## config.mk

```make
export PLATFORM = sky130hd
export DESIGN_NAME = sled_ctrl
export DESIGN_NICKNAME = d
export VERILOG_FILES = /design/src/rtl/sled_pkg.sv /design/src/rtl/sled_sync.sv /design/src/rtl/sled_detect.sv /design/src/rtl/sled_hold_timer.sv /design/src/rtl/sled_ctrl.sv
export SDC_FILE = /design/constraint.sdc
export NUM_CORES = 1
export LEC_CHECK = 0
export CORE_MARGIN = 4
export CORE_UTILIZATION = 25
export DETAILED_ROUTE_END_ITERATION = 6
export PLACE_DENSITY = 0.45
export SETUP_SLACK_MARGIN = 0.4
export SKIP_CTS_REPAIR_TIMING = 1
export SLEW_MARGIN = 10
export SYNTH_ARGS = -nofsm -noshare
export SYNTH_HDL_FRONTEND = slang
export SYNTH_SLANG_ARGS = --single-unit
```

## constraint.sdc

```tcl
create_clock -name clk -period 5.2 [get_ports clk]
set_input_delay 1.04 -clock clk [delete_from_list [all_inputs] [get_ports clk]]
set_output_delay 1.04 -clock clk [all_outputs]
set_load 0.03 [all_outputs]
```

## src/rtl/sled_pkg.sv

```systemverilog
package sled_pkg;

    typedef enum logic [1:0] {
        PM_D0 = 2'd0,
        PM_D1 = 2'd1,
        PM_D2 = 2'd2,
        PM_D3 = 2'd3
    } pm_state_e;

    typedef enum logic {
        BUS16 = 1'b0,
        BUS32 = 1'b1
    } card_bus_e;

    // One socket's raw card-side pins, grouped so they travel through the
    // synchronizer together.
    typedef struct packed {
        logic      present;
        logic      powered;
        logic      in_reset;
        card_bus_e bus;
        logic      rdy_irq_n;
        logic      frame_n;
        logic      irdy_n;
        logic      req_n;
    } sock_pins_t;

    localparam int SOCK_PINS_W = $bits(sock_pins_t);

    // Quiet value: no card, active-low lines released.
    localparam sock_pins_t SOCK_PINS_IDLE = '{
        present:   1'b0,
        powered:   1'b0,
        in_reset:  1'b1,
        bus:       BUS16,
        rdy_irq_n: 1'b1,
        frame_n:   1'b1,
        irdy_n:    1'b1,
        req_n:     1'b1
    };

    function automatic logic led_cutoff(input logic suspend_i,
                                        input logic clk_stop_i,
                                        input pm_state_e pm_i);
        return suspend_i | clk_stop_i | (pm_i == PM_D1) | (pm_i == PM_D2);
    endfunction

    function automatic logic card_live(input sock_pins_t p);
        return p.present & p.powered & ~p.in_reset;
    endfunction

    function automatic logic card_traffic(input sock_pins_t p);
        logic t;
        if (p.bus == BUS32) t = ~p.frame_n | ~p.irdy_n | ~p.req_n;
        else                t = ~p.rdy_irq_n;
        return t;
    endfunction

endpackage

```

## src/rtl/sled_sync.sv

```systemverilog
module sled_sync #(
    parameter int             W       = 1,
    parameter int             STAGES  = 2,
    parameter logic [W-1:0]   RST_VAL = '0
) (
    input  logic         clk,
    input  logic         rst,
    input  logic [W-1:0] d,
    output logic [W-1:0] q
);
    logic [W-1:0] stage [STAGES];

    always_ff @(posedge clk) begin
        if (rst) stage[0] <= RST_VAL;
        else     stage[0] <= d;
    end

    for (genvar k = 1; k < STAGES; k++) begin : g_stage
        always_ff @(posedge clk) begin
            if (rst) stage[k] <= RST_VAL;
            else     stage[k] <= stage[k-1];
        end
    end

    assign q = stage[STAGES-1];
endmodule

```

## src/rtl/sled_detect.sv

```systemverilog
module sled_detect
    import sled_pkg::*;
(
    input  sock_pins_t pins,
    output logic       live,
    output logic       traffic
);
    always_comb begin
        live    = card_live(pins);
        traffic = live & card_traffic(pins);
    end
endmodule

```

## src/rtl/sled_hold_timer.sv

```systemverilog
module sled_hold_timer #(
    parameter int HOLD_CYC = 256
) (
    input  logic clk,
    input  logic rst,
    input  logic clear,
    input  logic load,
    output logic on
);
    localparam int CW = $clog2(HOLD_CYC + 1);
    localparam logic [CW-1:0] FULL = CW'(HOLD_CYC);

    logic [CW-1:0] remain;

    always_ff @(posedge clk) begin
        if (rst || clear)         remain <= '0;
        else if (load)            remain <= FULL;
        else if (remain != '0)    remain <= remain - CW'(1);
    end

    assign on = (remain != '0);
endmodule

```

## src/rtl/sled_ctrl.sv

```systemverilog
module sled_ctrl
    import sled_pkg::*;
#(
    parameter int NUM_SOCK   = 2,
    parameter int CYC_PER_MS = 33000,
    parameter int HOLD_MS    = 64
) (
    input  logic                clk,
    input  logic                rst,
    input  logic [NUM_SOCK-1:0] card_present,
    input  logic [NUM_SOCK-1:0] card_powered,
    input  logic [NUM_SOCK-1:0] card_in_reset,
    input  logic [NUM_SOCK-1:0] card_is_32,
    input  logic [NUM_SOCK-1:0] card_rdy_irq_n,
    input  logic [NUM_SOCK-1:0] card_frame_n,
    input  logic [NUM_SOCK-1:0] card_irdy_n,
    input  logic [NUM_SOCK-1:0] card_req_n,
    input  logic                suspend,
    input  logic                clk_stop_req,
    input  logic [1:0]          pm_state,
    output logic [NUM_SOCK-1:0] led
);
    localparam int HOLD_CYC = CYC_PER_MS * HOLD_MS;

    logic                cut;
    logic [NUM_SOCK-1:0] live_s;
    logic [NUM_SOCK-1:0] act_s;

    // Global dark condition acts combinationally on the outputs.
    assign cut = led_cutoff(suspend, clk_stop_req, pm_state_e'(pm_state));

    for (genvar s = 0; s < NUM_SOCK; s++) begin : g_sock
        sock_pins_t raw;
        sock_pins_t synced;
        logic       lit;

        assign raw = '{
            present:   card_present[s],
            powered:   card_powered[s],
            in_reset:  card_in_reset[s],
            bus:       card_bus_e'(card_is_32[s]),
            rdy_irq_n: card_rdy_irq_n[s],
            frame_n:   card_frame_n[s],
            irdy_n:    card_irdy_n[s],
            req_n:     card_req_n[s]
        };

        sled_sync #(
            .W      (SOCK_PINS_W),
            .STAGES (2),
            .RST_VAL(SOCK_PINS_IDLE)
        ) u_sync (
            .clk(clk),
            .rst(rst),
            .d  (raw),
            .q  (synced)
        );

        sled_detect u_det (
            .pins   (synced),
            .live   (live_s[s]),
            .traffic(act_s[s])
        );

        sled_hold_timer #(
            .HOLD_CYC(HOLD_CYC)
        ) u_tmr (
            .clk  (clk),
            .rst  (rst),
            .clear(cut | ~live_s[s]),
            .load (act_s[s]),
            .on   (lit)
        );

        assign led[s] = lit & live_s[s] & ~cut;
    end
endmodule

```

Word-level counts from Yosys, hierarchy flattened
Memories as Yosys holds them, arrays and structs flattened.
Index checks and enable logic that the tools add are counted.

word-level totals
  register bits = 44
  memory bits (writable) = 32
  input port bits = 22
  output and inout port bits = 2
  logic and storage cells = 67
  memories = 2

operators by class
  add/sub/neg operators = 2
  equality and inequality tests = 2
  multiplexer cells = 13
  bitwise operators = 36
  reductions and logical operators = 8

memory list
  memory                  depth  bits a word  rd ports  clocked after memory_dff  write ports  line             text
  g_sock[0].u_sync.stage  2      8            2         0                         2            sled_sync.sv:11  logic [W-1:0] stage [STAGES];
  g_sock[1].u_sync.stage  2      8            2         0                         2            sled_sync.sv:11

operators with widths
  cell                   number
  $mux 22                4
  $reduce_bool 22->1     2
  $sub 22x1->22 const B  2
  $mux 8                 4
  $not 1->1              13
  $or 1x1->1             13
  $and 1x1->1            10
  $mux 1                 5
  $reduce_bool 2->1      2
  $reduce_or 2->1        2
  $eq 2x1->1 const B     1
  $eq 2x2->1 const B     1
  $logic_or 1x1->1       2

Depth between registers and ports, before layout
  depth after elaboration = 6
  gate-level depth with buffers = 8
  mapped depth without buffers = 7

Cells and area by module
Synthesis repeated with hierarchy kept, for this count alone.

unflattened totals
  cell total of the unflattened synthesis = 388
  area, all modules = 3721.1 um2

by module, submodules not included
  module           instances  cells an instance  area each (um2)  seq. area each (um2)
  sled_hold_timer  2          153                1342.5           440.4
  sled_sync        2          33                 446.7            320.3
  sled_detect      2          5                  47.5             0.0
  sled_ctrl        1          6                  47.5             0.0

Least setup slack after synthesis
OpenSTA, ideal clock, no wires.

  path type = input to output
  from = input pm_state[0]
  to = output led[0]
  arrival time = 2.238 ns
  required time = 4.160 ns
  slack = 1.922 ns
  stages = 3
  path buffers = 0
  cell sequence = xor2_1 -> or3_1 -> nor3_1

on the way
  longest elaborated chain between the ends = 5
  elaborated cells between the ends (all ways) = 6
  those cells by class = eq/ne: 2; bitwise: 4

ends and longest elaborated chain
  item             line             text
  start, declared  sled_ctrl.sv:20  input logic [1:0] pm_state,
  $eq 2x1->1       sled_pkg.sv:45   return suspend_i | clk_stop_i | (pm_i == PM_D1) | (pm_i == PM_D2);
  $or 1x1->1       sled_pkg.sv:45
  $or 1x1->1 (*)   sled_pkg.sv:45
  $not 1->1 (*)    sled_ctrl.sv:75  assign led[s] = lit & live_s[s] & ~cut;
  $and 1x1->1 (*)  sled_ctrl.sv:75
  end, declared    sled_ctrl.sv:21  output logic [NUM_SOCK-1:0] led

Mark *: on every way between the ends. The rest lies on a longest branch, timed or not.

Worst setup path after layout
  from = input pm_state[0]
  to = output led[1]

The elaborated chain is that of the path after synthesis.

==> results.py <==
metrics = {
    "timing": {
        "hold_viol_final": 0,
        "tightestPinTransition_ns": 0.934,
        "timing.final.max_slew_violations": 0,
        "fin_tns_setup_ns": 0,
        "timing.fmax_mhz": 245,
        "rsz0062_at_grt": "no",
        "finClkSkew_ns": 0.00738,
        "fin_crit_ns": 4.07,
        "setup_viol": 0,
        "fin_crit_sh_pct": 78.4,
        "slew_headroom_pct": 37.6,
    },
    "drt": {
        "wl_mm": 6.05,
        "wl_per_cell_um": 11.3,
        "viasPerCell": 4.41,
        "remaining_drc_errors": 0,
        "drt-initial-drc-count": 104,
        "routed-via-count": 2355,
        "first_pass_iters": 4,
        "ant_nets": 0,
    },
    "clock_network": {
        "htree_levels": 3,
        "clock_path_buffers": 2,
        "insertion_delay_ns": 0.33,
        "cts_tree": "done",
        "cts-root-buf": "clkbuf_16",
        "cts_buffers": 9,
        "cts.sinks": 76,
        "clk_pin_slew_ns": 0.06,
    },
    "synthesis": {
        "netlist_top_cells_count": "dfxtp_1, nor2_1, xor2_1",
        "ys_top_cells_by_area": "dfxtp_1, xor2_1, or2_2, nor2_1, nor2b_1",
        "synth_cell_types": 45,
        "synth_area_um2": 3160,
        "syn_nets": 370,
        "synth_edf_count": 0,
        "synth_seq_cells": 76,
        "synth_most_common_cell": "dfxtp_1",
        "yosys_warnings": 0,
        "synthCells": 344,
        "synth_top_flop_cell": "dfxtp_1",
        "syn_area_per_cell_um2": 9.19,
        "async_flop_share_pct": 0,
        "synth_top_area_share_pct": 48.1,
        "netlist.top_cell.by_area": "dfxtp_1",
        "ys_seq_area_share_pct": 48.1,
    },
    "floorplanning": {
        "rows": 40,
        "die_x_um": 120,
        "die_h_um": 120,
        "dieArea_um2": 14500,
        "coreArea_um2": 12200,
        "io_pins": 24,
        "initial_utilization_pct": 25.9,
    },
    "worst_setup_path": {
        "worst_ep_arrival_time_ns": 3.03,
        "crit_buf_inv": 2,
        "end_kind": "output pin",
        "crit_top_cell": "clkdlybuf4s50_1",
        "cp_cell_sequence": "clkdlybuf4s50_1 -> xor2_1 -> or3_1 -> nor3_1 -> clkdlybuf4s50_1",
        "critPathSlowestCell": "clkdlybuf4s50_1",
        "crit_required_ns": 4.16,
        "worstReg2RegEnd": "g_sock[0].u_tmr.remain[21]",
        "crit_family": "buffers and inverters",
        "crit_cells": 5,
        "critPathMaxFanout": 4,
        "r2r_start": "g_sock[0].u_tmr.remain[10]",
        "rrSetupSlack_ns": 2.96,
        "critPathKind": "in -> out",
        "crit_end": "led[1]",
        "startpoint_type": "input port",
        "crit_path_start": "pm_state[0]",
        "rr_worst_depth": 5,
        "max_stage_delay_ns": 0.71,
    },
    "global_route": {
        "grt_pass1_wl_mm": 10.7,
        "globalRouteTotalUtil_pct": 9.07,
        "antenna_found_initial": 0,
        "grt_pass1_vias": 2279,
        "grt_max_degree": 35,
        "grt_overflow": 0,
    },
    "layout": {
        "fin_cells": 534,
        "diodes": 0,
        "areaGrowthSynthToFinish_pct": 23.2,
        "nNetsFinal": 387,
        "fin_area_um2": 3890,
        "drive_gt1_share_pct": 12.6,
    },
    "place": {
        "gp_congestion": 0.740,
        "dp_hpwl_mm": 4.09,
        "portBuffers": 23,
        "placed_area_um2": 3530,
        "dp.cells": 518,
    },
    "outcome": {
        "run_status": "complete, no violations",
    },
    "job": {
        "maxCapViolations": 0,
    },
    "pwr": {
        "power_per_cell_area_nw_per_um2": 357,
        "vdd_drop_max_v": 0.000149,
        "p_leak_nw": 1.40,
        "power_mw": 1.39,
    },
    "worst_hold_path": {
        "hp-class": "reg -> reg",
    },
}
[layer usage]
metal | track usage, % | wire length, µm | vias to the layer above
met5 | 0 | 0 | -
met4 | 5.52 | 165 | 0
met2 | 13.8 | 2680 | 40
li1 | - | - | 1223
met3 | 1.68 | 161 | 10
met1 | 11.9 | 3040 | 1082
[cell families (layout without fill, tap and decap cells)]
kind of cell | count (synthesis) | count (layout) | synth area share (%)
simple gates | 165 | 165 | 29.4
flops | 76 | 76 | 48.1
compound gates | 43 | 43 | 8.67
xor+xnor | 31 | 31 | 8.59
buf+inv | 24 | 46 | 3.28
fa+ha+maj | 4 | 4 | 1.58
mux | 1 | 1 | 0.317
[worst reg2reg max path: stages (launching register included)]
cell	delay, ns
dfxtp_1	0.34
or4_4	0.57
nor4_2	0.54
nand2_1	0.13
or4_1	0.42
a31oi_1	0.17
[area by class of cell]
| type | instances | area [µm²] |
|---|---|---|
| fill | 1316 | 8320 |
| multi-input combinational | 244 | 1540 |
| sequential | 76 | 1520 |
| clock buffer | 12 | 246 |
| timing repair buffer | 24 | 238 |
| tap | 168 | 210 |
| clock inverter | 4 | 120 |
| inverter | 6 | 22.5 |
[how the worst min path moves through the flow]
| stage | cells after the start | slack (ns) | startpoint | endpoint |
|---|---|---|---|---|
| after floorplan | 1 | 0.39 | g_sock[0].u_sync.stage[0][0] | g_sock[0].u_sync.stage[1][0] |
| after global placement | 1 | 0.39 | g_sock[0].u_sync.stage[0][3] | g_sock[0].u_sync.stage[1][3] |
| after detailed placement | 1 | 0.40 | g_sock[0].u_sync.stage[0][5] | g_sock[0].u_sync.stage[1][5] |
| after CTS | 1 | 0.41 | g_sock[0].u_sync.stage[0][3] | g_sock[0].u_sync.stage[1][3] |
| after global routing | 1 | 0.42 | g_sock[1].u_sync.stage[0][1] | g_sock[1].u_sync.stage[1][1] |
| final | 1 | 0.41 | g_sock[1].u_sync.stage[0][1] | g_sock[1].u_sync.stage[1][1] |
[where the power goes]
group / internal, mW / total [mW] / switching (mW)
Combinational: 0.0217 / 0.0301 / 0.00843
Clock: 0.531 / 0.763 / 0.232
Sequential: 0.594 / 0.596 / 0.00232
[stage by stage]
step / setup slack [ns] / hold slack (ns) / utilization, %
global placement: 1.10 / 0.394 / 28.9
global route: 1.03 / 0.417 / 31.9
finish: 1.13 / 0.406 / 31.9
detailed placement: 1.09 / 0.396 / 28.9
CTS: 1.08 / 0.409 / 31.9
floorplan: 1.92 / 0.389 / -
[state kept, by name (all words and copies together) (netlist names)]
signal               count
g_sock.u_sync.stage     32
g_sock.u_tmr.remain     44
[layout by cell type, fill, tap and decap left out, types with 2 or more instances in the layout]
master	synthesis	routed
xnor2_1	7	7
inv_1	6	6
or4_1	3	3
nor2_1	36	36
nand2_1	15	15
nand2b_1	5	5
a31oi_1	3	3
a41oi_1	2	2
nand3_1	9	9
xor2_1	24	24
o2111ai_1	3	3
bufinv_16	0	4
nand3b_1	4	4
nor2b_1	15	15
clkdlybuf4s50_1	0	23
o211ai_1	2	2
nor3b_1	2	2
or2_1	2	2
nand4_1	8	8
nor4_1	10	10
a21oi_1	18	18
dfxtp_1	76	76
or2_2	23	23
or3_1	11	11
clkbuf_16	0	9
or4_4	2	2
ha_1	4	4
o21ai_0	7	7
clkbuf_1	11	2
nor3_1	12	12
o31ai_1	3	3
(Power assumes the default switching activity.)
